$ cat config.mk
export PLATFORM = sky130hd
export DESIGN_NAME = evt_irq_unit
export DESIGN_NICKNAME = d
export VERILOG_FILES = /design/src/rtl/evt_irq_pkg.sv /design/src/rtl/evt_req_check.sv /design/src/rtl/evt_status_regs.sv /design/src/rtl/evt_waiters.sv /design/src/rtl/evt_irq_unit.sv
export SDC_FILE = /design/constraint.sdc
export NUM_CORES = 1
export LEC_CHECK = 0
export CORE_AREA = 8 8 115 128
export CTS_BUF_LIST = sky130_fd_sc_hd__clkbuf_4
export DETAILED_ROUTE_END_ITERATION = 10
export DIE_AREA = 0 0 123 136
export DONT_BUFFER_PORTS = 1
export HOLD_SLACK_MARGIN = 0.1
export MAX_ROUTING_LAYER = met4
export PLACE_DENSITY_LB_ADDON = 0.25
export SYNTH_ARGS = -nofsm -noshare
export SYNTH_HDL_FRONTEND = slang
export SYNTH_HIERARCHICAL = 1
export SYNTH_SLANG_ARGS = --single-unit
$ cat constraint.sdc
create_clock -name clk -period 7 [get_ports clk]
set_clock_uncertainty 0.05 [all_clocks]
set_input_delay 1.05 -clock clk [delete_from_list [all_inputs] [get_ports clk]]
set_output_delay 1.05 -clock clk [all_outputs]
set_load 0.005 [all_outputs]
$ cat src/rtl/evt_irq_pkg.sv
package evt_irq_pkg;
   localparam int OPER_W   = 8;
   localparam int ID_W     = 5;
   localparam int REG_W    = 32;
   localparam int FAULT_W  = 8;
   localparam int FB_RANGE = 1;
   localparam int FB_SECUR = 5;
   localparam int OFS_EN   = 'h020;
   localparam int OFS_RAW  = 'h024;
   localparam int OFS_MIS  = 'h028;
   localparam int OFS_CLR  = 'h02C;

   typedef struct packed {
      logic               ok;
      logic [ID_W-1:0]    id;
      logic [FAULT_W-1:0] fault;
   } evt_req_t;
endpackage

$ cat src/rtl/evt_req_check.sv
module evt_req_check
   import evt_irq_pkg::*;
#(
   parameter int NUM_EV = 16
) (
   input  logic [ID_W-1:0]   ev_field,
   input  logic              ns,
   input  logic [NUM_EV-1:0] ns_allow,
   output evt_req_t          res
);
   logic [REG_W-1:0] allow_pad;

   always_comb begin
      allow_pad = '0;
      allow_pad[NUM_EV-1:0] = ns_allow;
      res.id    = ev_field;
      res.fault = '0;
      if (int'(ev_field) >= NUM_EV)
         res.fault[FB_RANGE] = 1'b1;
      else if (ns && !allow_pad[ev_field])
         res.fault[FB_SECUR] = 1'b1;
      res.ok = (res.fault == '0);
   end
endmodule

$ cat src/rtl/evt_status_regs.sv
module evt_status_regs
   import evt_irq_pkg::*;
#(
   parameter int NUM_EV = 16
) (
   input  logic             clk,
   input  logic             rst_n,
   input  logic             en_we,
   input  logic [REG_W-1:0] en_wd,
   input  logic [REG_W-1:0] set_vec,
   input  logic [REG_W-1:0] consume_vec,
   input  logic [REG_W-1:0] clr_req,
   output logic [REG_W-1:0] en_q,
   output logic [REG_W-1:0] raw_q,
   output logic [REG_W-1:0] mis_q
);
   localparam logic [REG_W-1:0] VALID = REG_W'((64'd1 << NUM_EV) - 64'd1);

   logic [REG_W-1:0] clr_bits;
   assign clr_bits = clr_req & en_q;

   always_ff @(posedge clk or negedge rst_n) begin
      if (!rst_n) begin
         en_q  <= '0;
         raw_q <= '0;
         mis_q <= '0;
      end else begin
         if (en_we)
            en_q <= en_wd & VALID;
         raw_q <= ((raw_q & ~clr_bits & ~consume_vec) | set_vec) & VALID;
         mis_q <= ((mis_q & ~clr_bits) | (set_vec & en_q)) & VALID;
      end
   end
endmodule

$ cat src/rtl/evt_waiters.sv
module evt_waiters
   import evt_irq_pkg::*;
#(
   parameter int NUM_THR = 8,
   localparam int THR_W  = $clog2(NUM_THR)
) (
   input  logic                    clk,
   input  logic                    rst_n,
   input  logic                    req_ok,
   input  logic [THR_W-1:0]        req_thr,
   input  logic [ID_W-1:0]         req_id,
   input  logic                    req_go,
   output logic [NUM_THR-1:0]      waiting,
   output logic [NUM_THR*ID_W-1:0] wake_id
);
   for (genvar t = 0; t < NUM_THR; t++) begin : g_thr
      logic            wait_q;
      logic [ID_W-1:0] id_q;
      logic            own_req;
      logic            peer_rel;

      assign own_req  = req_ok && (int'(req_thr) == t);
      assign peer_rel = req_ok && req_go && wait_q && (id_q == req_id);

      always_ff @(posedge clk or negedge rst_n) begin
         if (!rst_n) begin
            wait_q <= 1'b0;
            id_q   <= '0;
         end else if (own_req) begin
            wait_q <= !req_go;
            id_q   <= req_id;
         end else if (peer_rel) begin
            wait_q <= 1'b0;
         end
      end

      assign waiting[t]                  = wait_q;
      assign wake_id[t*ID_W +: ID_W]     = id_q;
   end
endmodule

$ cat src/rtl/evt_irq_unit.sv
module evt_irq_unit
   import evt_irq_pkg::*;
#(
   parameter int NUM_EV  = 16,
   parameter int NUM_THR = 8,
   parameter int ADDR_W  = 12,
   localparam int THR_W  = $clog2(NUM_THR)
) (
   input  logic                    clk,
   input  logic                    rst_n,
   input  logic                    reg_wr,
   input  logic [ADDR_W-1:0]       reg_addr,
   input  logic [31:0]             reg_wdata,
   output logic [31:0]             reg_rdata,
   input  logic [NUM_EV-1:0]       ev_ns_allow,
   input  logic                    sev_valid,
   input  logic [7:0]              sev_operand,
   input  logic                    sev_ns,
   output logic [7:0]              sev_fault,
   input  logic                    wfe_valid,
   input  logic [THR_W-1:0]        wfe_thread,
   input  logic [7:0]              wfe_operand,
   input  logic                    wfe_ns,
   output logic [7:0]              wfe_fault,
   output logic                    wfe_go,
   output logic [NUM_EV-1:0]       irq,
   output logic [NUM_THR-1:0]      thr_waiting,
   output logic [5*NUM_THR-1:0]    thr_wake_id
);
   if (NUM_EV < 1 || NUM_EV > REG_W) begin : g_bad_ev
      $error("evt_irq_unit: NUM_EV must lie in 1..32");
   end
   if (NUM_THR < 2) begin : g_bad_thr
      $error("evt_irq_unit: NUM_THR must be at least 2");
   end
   if (ADDR_W < 6) begin : g_bad_addr
      $error("evt_irq_unit: ADDR_W too small for the register offsets");
   end

   evt_req_t         sev_chk, wfe_chk;
   logic [REG_W-1:0] ev_en, ev_raw, ev_mis;
   logic [REG_W-1:0] set_vec, consume_vec, clr_req;
   logic             en_we, sev_acc, wfe_acc;
   logic             unused_oper_lo;

   assign unused_oper_lo = ^{sev_operand[2:0], wfe_operand[2:0]};

   evt_req_check #(.NUM_EV(NUM_EV)) u_sev_chk (
      .ev_field (sev_operand[7:3]),
      .ns       (sev_ns),
      .ns_allow (ev_ns_allow),
      .res      (sev_chk)
   );

   evt_req_check #(.NUM_EV(NUM_EV)) u_wfe_chk (
      .ev_field (wfe_operand[7:3]),
      .ns       (wfe_ns),
      .ns_allow (ev_ns_allow),
      .res      (wfe_chk)
   );

   assign sev_acc   = sev_valid && sev_chk.ok;
   assign wfe_acc   = wfe_valid && wfe_chk.ok;
   assign sev_fault = sev_valid ? sev_chk.fault : '0;
   assign wfe_fault = wfe_valid ? wfe_chk.fault : '0;
   assign wfe_go    = wfe_acc && ev_raw[wfe_chk.id] && !ev_en[wfe_chk.id];

   assign set_vec     = sev_acc ? (REG_W'(1) << sev_chk.id) : '0;
   assign consume_vec = wfe_go  ? (REG_W'(1) << wfe_chk.id) : '0;
   assign en_we       = reg_wr && (reg_addr == ADDR_W'(OFS_EN));
   assign clr_req     = (reg_wr && (reg_addr == ADDR_W'(OFS_CLR))) ? reg_wdata : '0;

   evt_status_regs #(.NUM_EV(NUM_EV)) u_status (
      .clk         (clk),
      .rst_n       (rst_n),
      .en_we       (en_we),
      .en_wd       (reg_wdata),
      .set_vec     (set_vec),
      .consume_vec (consume_vec),
      .clr_req     (clr_req),
      .en_q        (ev_en),
      .raw_q       (ev_raw),
      .mis_q       (ev_mis)
   );

   evt_waiters #(.NUM_THR(NUM_THR)) u_waiters (
      .clk     (clk),
      .rst_n   (rst_n),
      .req_ok  (wfe_acc),
      .req_thr (wfe_thread),
      .req_id  (wfe_chk.id),
      .req_go  (wfe_go),
      .waiting (thr_waiting),
      .wake_id (thr_wake_id)
   );

   assign irq = ev_mis[NUM_EV-1:0];

   always_comb begin
      reg_rdata = '0;
      if (reg_addr == ADDR_W'(OFS_EN))       reg_rdata = ev_en;
      else if (reg_addr == ADDR_W'(OFS_RAW)) reg_rdata = ev_raw;
      else if (reg_addr == ADDR_W'(OFS_MIS)) reg_rdata = ev_mis;
   end
endmodule

==> results of run 1 <==
layout make-up:
class                           count  area, µm²  share of cell area, %
Antenna cell                        1       2.50                 0.0378
Clock buffer                        9       67.6                   1.02
Clock inverter                      7       73.8                   1.12
Inverter                           28        105                   1.59
Multi-Input combinational cell    497       3720                   56.2
Sequential cell                    96       2400                   36.3
Tap cell                          161        201                   3.04
Timing Repair Buffer                6       45.0                  0.681
worst max path at each step:
stage | depth (start not counted) | slack, ns | endpoint
floorplan | 10 | 2.95 | wfe_go
global placement | 9 | 2.69 | wfe_go
detailed placement | 9 | 2.66 | wfe_go
CTS | 9 | 2.66 | wfe_go
global route | 9 | 2.48 | wfe_go
finish | 9 | 2.60 | wfe_go
worst max-delay path, stage by stage:
cell and delay [ns]:
sky130_fd_sc_hd__mux2i_1 0.11, sky130_fd_sc_hd__a31oi_1 0.22, sky130_fd_sc_hd__o211ai_2 0.13, sky130_fd_sc_hd__a31oi_1 0.16, sky130_fd_sc_hd__and2_1 0.51, sky130_fd_sc_hd__o2111ai_1 0.27, sky130_fd_sc_hd__nand2_1 0.17, sky130_fd_sc_hd__a211oi_2 0.11
sky130_fd_sc_hd__a2111oi_4 0.56
registers in the layout, summed over array words and instances, names as in the netlist:
register	cells
u_waiters/g_thr.id_q	40
u_waiters/g_thr.wait_q	8
u_status/mis_q	16
u_status/en_q	16
u_status/raw_q	16
where the power goes:
| part | internal [mW] | switching (mW) |
|---|---|---|
| clock | 0.0834 | 0.215 |
| sequential | 0.644 | 0.108 |
| combinational | 0.132 | 0.0862 |
cell usage in the layout, fill, tap and decap left out, types with 9 or more instances in the layout:
master	count
sky130_fd_sc_hd__a22o_1	16
sky130_fd_sc_hd__a22oi_1	34
sky130_fd_sc_hd__a31o_2	16
sky130_fd_sc_hd__a31oi_1	9
sky130_fd_sc_hd__and2_1	35
sky130_fd_sc_hd__clkbuf_4	9
sky130_fd_sc_hd__conb_1	60
sky130_fd_sc_hd__dfrtp_1	96
sky130_fd_sc_hd__inv_1	28
sky130_fd_sc_hd__mux2_2	46
sky130_fd_sc_hd__mux2_4	10
sky130_fd_sc_hd__mux2i_1	20
sky130_fd_sc_hd__nand2_1	34
sky130_fd_sc_hd__nand2b_1	11
sky130_fd_sc_hd__nor2_1	27
sky130_fd_sc_hd__nor3_1	9
sky130_fd_sc_hd__nor3b_1	9
sky130_fd_sc_hd__nor4_1	16
sky130_fd_sc_hd__o2bb2ai_1	32
sky130_fd_sc_hd__xor2_1	33
per-layer routing:
layer / vias up / GRT usage (%) / share of wire, % / wire (µm)
met5: - / - / 0 / 0
met4: 0 / 7.17 / 1.4 / 257
met3: 21 / 7.52 / 9.9 / 1780
met2: 168 / 35.3 / 51 / 9100
met1: 2420 / 25.7 / 38 / 6780
li1: 2244 / - / - / -
through the flow:
stage | instances | util (%) | setup WS [ns] | cell area [µm²]
2_1_floorplan | 751 | - | 2.95 | 7070
4_1_cts | 804 | 51.8 | 2.66 | 6620
6_report | 805 | 51.8 | 2.60 | 6620
3_5_place_dp | 788 | 50.7 | 2.66 | 6470
3_3_place_gp | 788 | 50.7 | 2.69 | 6470
5_1_grt | 805 | 51.8 | 2.48 | 6620
==> PnR_summary.wiki, run 1 <==
{| class="wikitable"
! Metric !! Value
|-
| Status || finished, final reports clean
|-
| CTS tree || done
|-
| Final Hold Violating Endpoints || 0
|-
| Number of antenna violations at the first check in global routing || 1
|-
| Clock latency reported for the late side of the worst-skew pair || 0.46 ns
|-
| Remaining max-slew budget at the tightest pin || 19.2%
|-
| Post-synthesis cell area || 6860 µm²
|-
| Final min period || 4.40 ns
|-
| I/O pins || roughly 200
|-
| Inserted Clock Buffers || 9
|-
| Post-route ant nets || 0
|-
| Smallest hold slack || 0.206 ns
|-
| CTS root buf || sky130_fd_sc_hd__clkbuf_4
|-
| Top achievable clock speed || roughly 230 MHz
|-
| Launching element of the worst setup path || wfe_operand[3]
|-
| Setup Viol. Count Final || 0
|-
| Total setup buffers inserted after CTS || 0
|-
| # Max-Cap Violations || 0
|-
| Setup repair after global routing missed its margin || no
|-
| First-iteration detailed-routing DRC count || between 200 and 300
|-
| Overall track demand over capacity in global routing || approximately 22%
|-
| Clock slew at reported path FFs || about 0.17 ns
|-
| Residual overflow from global routing || 0
|-
| Pin slew with the least headroom to its limit || 1.20 ns
|-
| Post-CTS Resized || 0
|-
| Synth Area per Inst || 9.88 µm²
|-
| Port buffer count || 0
|-
| Deepest level of the CTS H-tree || 3
|-
| CP Launch Type || input port
|-
| DRC violations left || 0
|-
| Data arrival time at the worst-slack endpoint || 3.30 ns
|-
| Wire length of the first global-routing pass || 27900 µm
|-
| Leakage component of the power || ~2.7 nW
|-
| Data required, critical path || 5.90 ns
|-
| Via density || 6.03
|-
| Hold Buf Count CTS || 0
|-
| DIE HEIGHT || 136 µm
|-
| Launch point of the worst reg-to-reg path || u_status/en_q[3]
|-
| Post-detailed-placement half-perimeter wirelength || 12500 µm
|-
| Syn-to-layout area delta || -3.50%
|-
| Synth warnings || 6
|-
| Setup slack on the worst flop-to-flop path || about 4 ns
|-
| Number of standard cells after synthesis || around 690
|-
| First-pass detailed-route iteration total || 5
|-
| Power Total || 1.27 mW
|-
| Routed length per instance || 22.3 µm
|-
| Layout cells sized above 1 || 17.3%
|-
| Final period util || roughly 63%
|-
| Number of global-route vias before repair || around 4900
|-
| Start-to-end type of the worst setup path || in2out
|-
| Total of fill cells in the finished design || 1184
|-
| Register-to-Register Path Depth || 8
|-
| Placeable core region || 12800 µm²
|-
| Capture instance of the worst register-to-register path || u_waiters/g_thr[0].wait_q
|-
| Peak ir drop on the vdd network || ~0.22 mV
|-
| Count of final max-slew check failures || 0
|-
| Nets || 724
|-
| Drt total wl || 17900 µm
|-
| Class of the worst hold path || in2async
|-
| Power density relative to cell area || 192 nW/µm²
|-
| Maximum number of buffers from clock root to sink || 2
|-
| Largest fanout on the critical path || 43
|-
| Via count of the routed design || 4853
|-
| Width of the chip || 123 µm
|-
| Critical Path Sink Type || output pin
|-
| Initial Util || a little over half
|-
| Largest net degree at the start of global routing || slightly below 100
|-
| Setup total negative slack || 0 ns
|-
| Sink count of the clock tree || 96
|-
| Area of the die || 16700 µm²
|-
| Cell Rows || 44
|-
| Routability cong. || 0.813
|}
Note: power is estimated with default switching activity, not from simulation.
==> run 2: changes to the inputs <==
--- a/config.mk
+++ b/config.mk
@@ -5,10 +5,11 @@
 export SDC_FILE = /design/constraint.sdc
 export NUM_CORES = 1
 export LEC_CHECK = 0
-export CORE_AREA = 8 8 115 128
+export ABC_AREA = 1
+export CORE_AREA = 8 8 125 138
 export CTS_BUF_LIST = sky130_fd_sc_hd__clkbuf_4
 export DETAILED_ROUTE_END_ITERATION = 10
-export DIE_AREA = 0 0 123 136
+export DIE_AREA = 0 0 133 146
 export DONT_BUFFER_PORTS = 1
 export HOLD_SLACK_MARGIN = 0.1
 export MAX_ROUTING_LAYER = met4
==> constraint.sdc (replaced) <==
create_clock -name clk -period 3.99 [get_ports clk]
set_clock_uncertainty 0.05 [all_clocks]
set_input_delay 0.5985 -clock clk [delete_from_list [all_inputs] [get_ports clk]]
set_output_delay 0.5985 -clock clk [all_outputs]
set_load 0.005 [all_outputs]
==> PnR_summary.wiki, run 2 <==
{| class="wikitable"
! Metric !! Value
|-
| Area occupied by registers || ~2400 µm²
|-
| Post-Place Setup Slack || 1.17 ns
|-
| Count of final max-slew check failures || 0
|-
| CTS root buf || sky130_fd_sc_hd__clkbuf_4
|-
| Total placed cells including tap cells || 1403
|-
| Power density relative to cell area || roughly 320 nW/µm²
|-
| Number of antenna violations at the first check in global routing || 1
|-
| Via count of the routed design || 7334
|-
| Leakage component of the power || between 4 and 5 nW
|-
| Residual overflow from global routing || 0
|-
| Initial Util || 54.3%
|-
| Total of fill cells in the finished design || approximately 1500
|-
| Setup total negative slack || 0 ns
|-
| Smallest hold slack || 0.197 ns
|-
| I/O pins || 199
|-
| Top achievable clock speed || 351 MHz
|-
| Maximum number of buffers from clock root to sink || 2
|-
| Synth warnings || 6
|-
| DIE HEIGHT || 146 µm
|-
| Inserted Clock Buffers || 9
|-
| Final period util || 71.4%
|-
| Setup slack on the worst flop-to-flop path || about 2.0 ns
|-
| Peak ir drop on the vdd network || 0.239 mV
|-
| Final instance area || ~7700 µm²
|-
| Post-detailed-placement half-perimeter wirelength || 15800 µm
|-
| Most common cell after layout, fill and taps aside || sky130_fd_sc_hd__nand2_1
|-
| Setup Viol. Count Final || 0
|-
| Data arrival time at the worst-slack endpoint || 2.20 ns
|-
| Post-synthesis cell area || 8080 µm²
|-
| Area of the die || 19400 µm²
|-
| Clock latency reported for the late side of the worst-skew pair || ~0.46 ns
|-
| First-iteration detailed-routing DRC count || 563
|-
| First-pass detailed-route iteration total || 5
|-
| Flip-flop count of the largest register, all copies and words added || 40
|-
| Capture instance of the worst register-to-register path || u_waiters/g_thr[7].wait_q
|-
| Synth Area per Inst || 6.24 µm²
|-
| Status || finished, final reports clean
|-
| Register with the most flip-flops || u_waiters/g_thr.id_q
|-
| Fraction of the core area covered by cells at the end of the flow || 51.8%
|-
| Largest net degree at the start of global routing || 97
|-
| Post-CTS Resized || 0
|-
| Nets || between 1000 and 1500
|-
| GR Util met2 || 39.1%
|-
| Global-route track usage on met3 || 6.11%
|-
| Destination of the worst hold path || u_waiters/g_thr[4].id_q[4]
|-
| Final Hold Violating Endpoints || 0
|-
| Syn-to-layout area delta || -4.60%
|-
| Setup repair after global routing missed its margin || no
|-
| Launch point of the worst reg-to-reg path || u_status/en_q[3]
|-
| Start-to-end type of the worst setup path || in2out
|-
| Largest fanout on the critical path || 32
|-
| Routability cong. || about 0.86
|-
| Number of standard cells after synthesis || 1294
|-
| CP Launch Type || input port
|-
| Top library cells by usage in the layout, fill and taps aside || sky130_fd_sc_hd__nand2_1, sky130_fd_sc_hd__inv_1, sky130_fd_sc_hd__nor2_1, sky130_fd_sc_hd__nand3_1, sky130_fd_sc_hd__dfrtp_1
|-
| Data required, critical path || 3.34 ns
|-
| Cell Rows || 47
|-
| Wire length of the first global-routing pass || 36700 µm
|-
| Sink count of the clock tree || 96
|-
| Deepest level of the CTS H-tree || 3
|-
| Drt total wl || 22600 µm
|-
| Class of the worst hold path || in2reg
|-
| DRC violations left || 0
|-
| Pin slew with the least headroom to its limit || 0.748 ns
|-
| Worst Min Path Start || wfe_operand[7]
|-
| Fraction of met1 tracks used by global routing || between 20 and 30%
|-
| Remaining max-slew budget at the tightest pin || 50.0%
|-
| GRT Max-Usage Layer || met2
|-
| Worst hold path cell count || 2
|-
| Clock slew at reported path FFs || around 0.16 ns
|-
| Post-route ant nets || 0
|-
| Number of global-route vias before repair || 7000
|-
| Power Total || 2.49 mW
|-
| Via density || between 5 and 6
|-
| Critical Path Sink Type || output pin
|-
| Register-to-Register Path Depth || 14
|-
| Cell area reported after detailed placement || 7530 µm²
|-
| Overall track demand over capacity in global routing || roughly a quarter
|-
| Final Non-Filler Cells || between 1000 and 1500
|-
| Layout cells sized above 1 || 6.20%
|-
| Placeable core region || roughly 15000 µm²
|-
| Routed length per instance || 15.9 µm
|-
| # Max-Cap Violations || 0
|-
| CTS tree || done
|-
| Width of the chip || 133 µm
|-
| Multi-input gate area || a little over 4000 µm²
|-
| Final min period || 2.85 ns
|-
| Setup slack after layout || 1.14 ns
|-
| Port buffer count || 0
|}
-- run 2: area by class of cell --
type / instances / share of cell area [%]
multi-input combinational: 911 / 53.0
sequential: 96 / 31.2
inverter: 196 / 9.94
tap: 196 / 3.18
clock inverter: 7 / 0.909
clock buffer: 9 / 0.877
timing repair buffer: 6 / 0.877
antenna: 1 / 0.0325
-- run 2: timing repair --
action	4_1_cts	5_1_grt
setup endpoints to repair	0	0
setup buffers	0	0
hold endpoints to repair	96	0
hold buffers	2	0
-- run 2: worst max path at each step --
stage,start,endpoint,slack (ns)
after global placement,reg_addr[1],reg_rdata[11],1.17
final,reg_addr[1],reg_rdata[11],1.14
after floorplan,wfe_operand[3],u_waiters/g_thr[4].wait_q,1.46
after detailed placement,reg_addr[1],reg_rdata[8],1.17
after global routing,reg_addr[1],reg_rdata[11],0.96
after CTS,reg_addr[1],reg_rdata[11],1.16
-- run 2: power by group --
part | internal (mW) | leakage [nW] | switching, mW | total, mW
Sequential | 1.17 | 1.11 | 0.234 | 1.40
Clock | 0.193 | 0.0781 | 0.350 | 0.543
Combinational | 0.203 | 2.99 | 0.345 | 0.548
Total | 1.56 | 4.19 | 0.929 | 2.49
-- run 2: critical path, stage by stage --
cell,delay (ns)
sky130_fd_sc_hd__or2_1,0.22
sky130_fd_sc_hd__nor3b_1,0.26
sky130_fd_sc_hd__nand2_1,0.10
sky130_fd_sc_hd__inv_2,0.47
sky130_fd_sc_hd__nand2_1,0.10
sky130_fd_sc_hd__nand2_1,0.08
sky130_fd_sc_hd__o21ai_1,0.07
sky130_fd_sc_hd__a21oi_1,0.29
-- run 2: metal layers --
metal	share of wire (%)	vias to the layer above
li1	-	3684
met1	42	3345
met2	48	271
met3	7.9	34
met4	2.2	0
met5	0	-
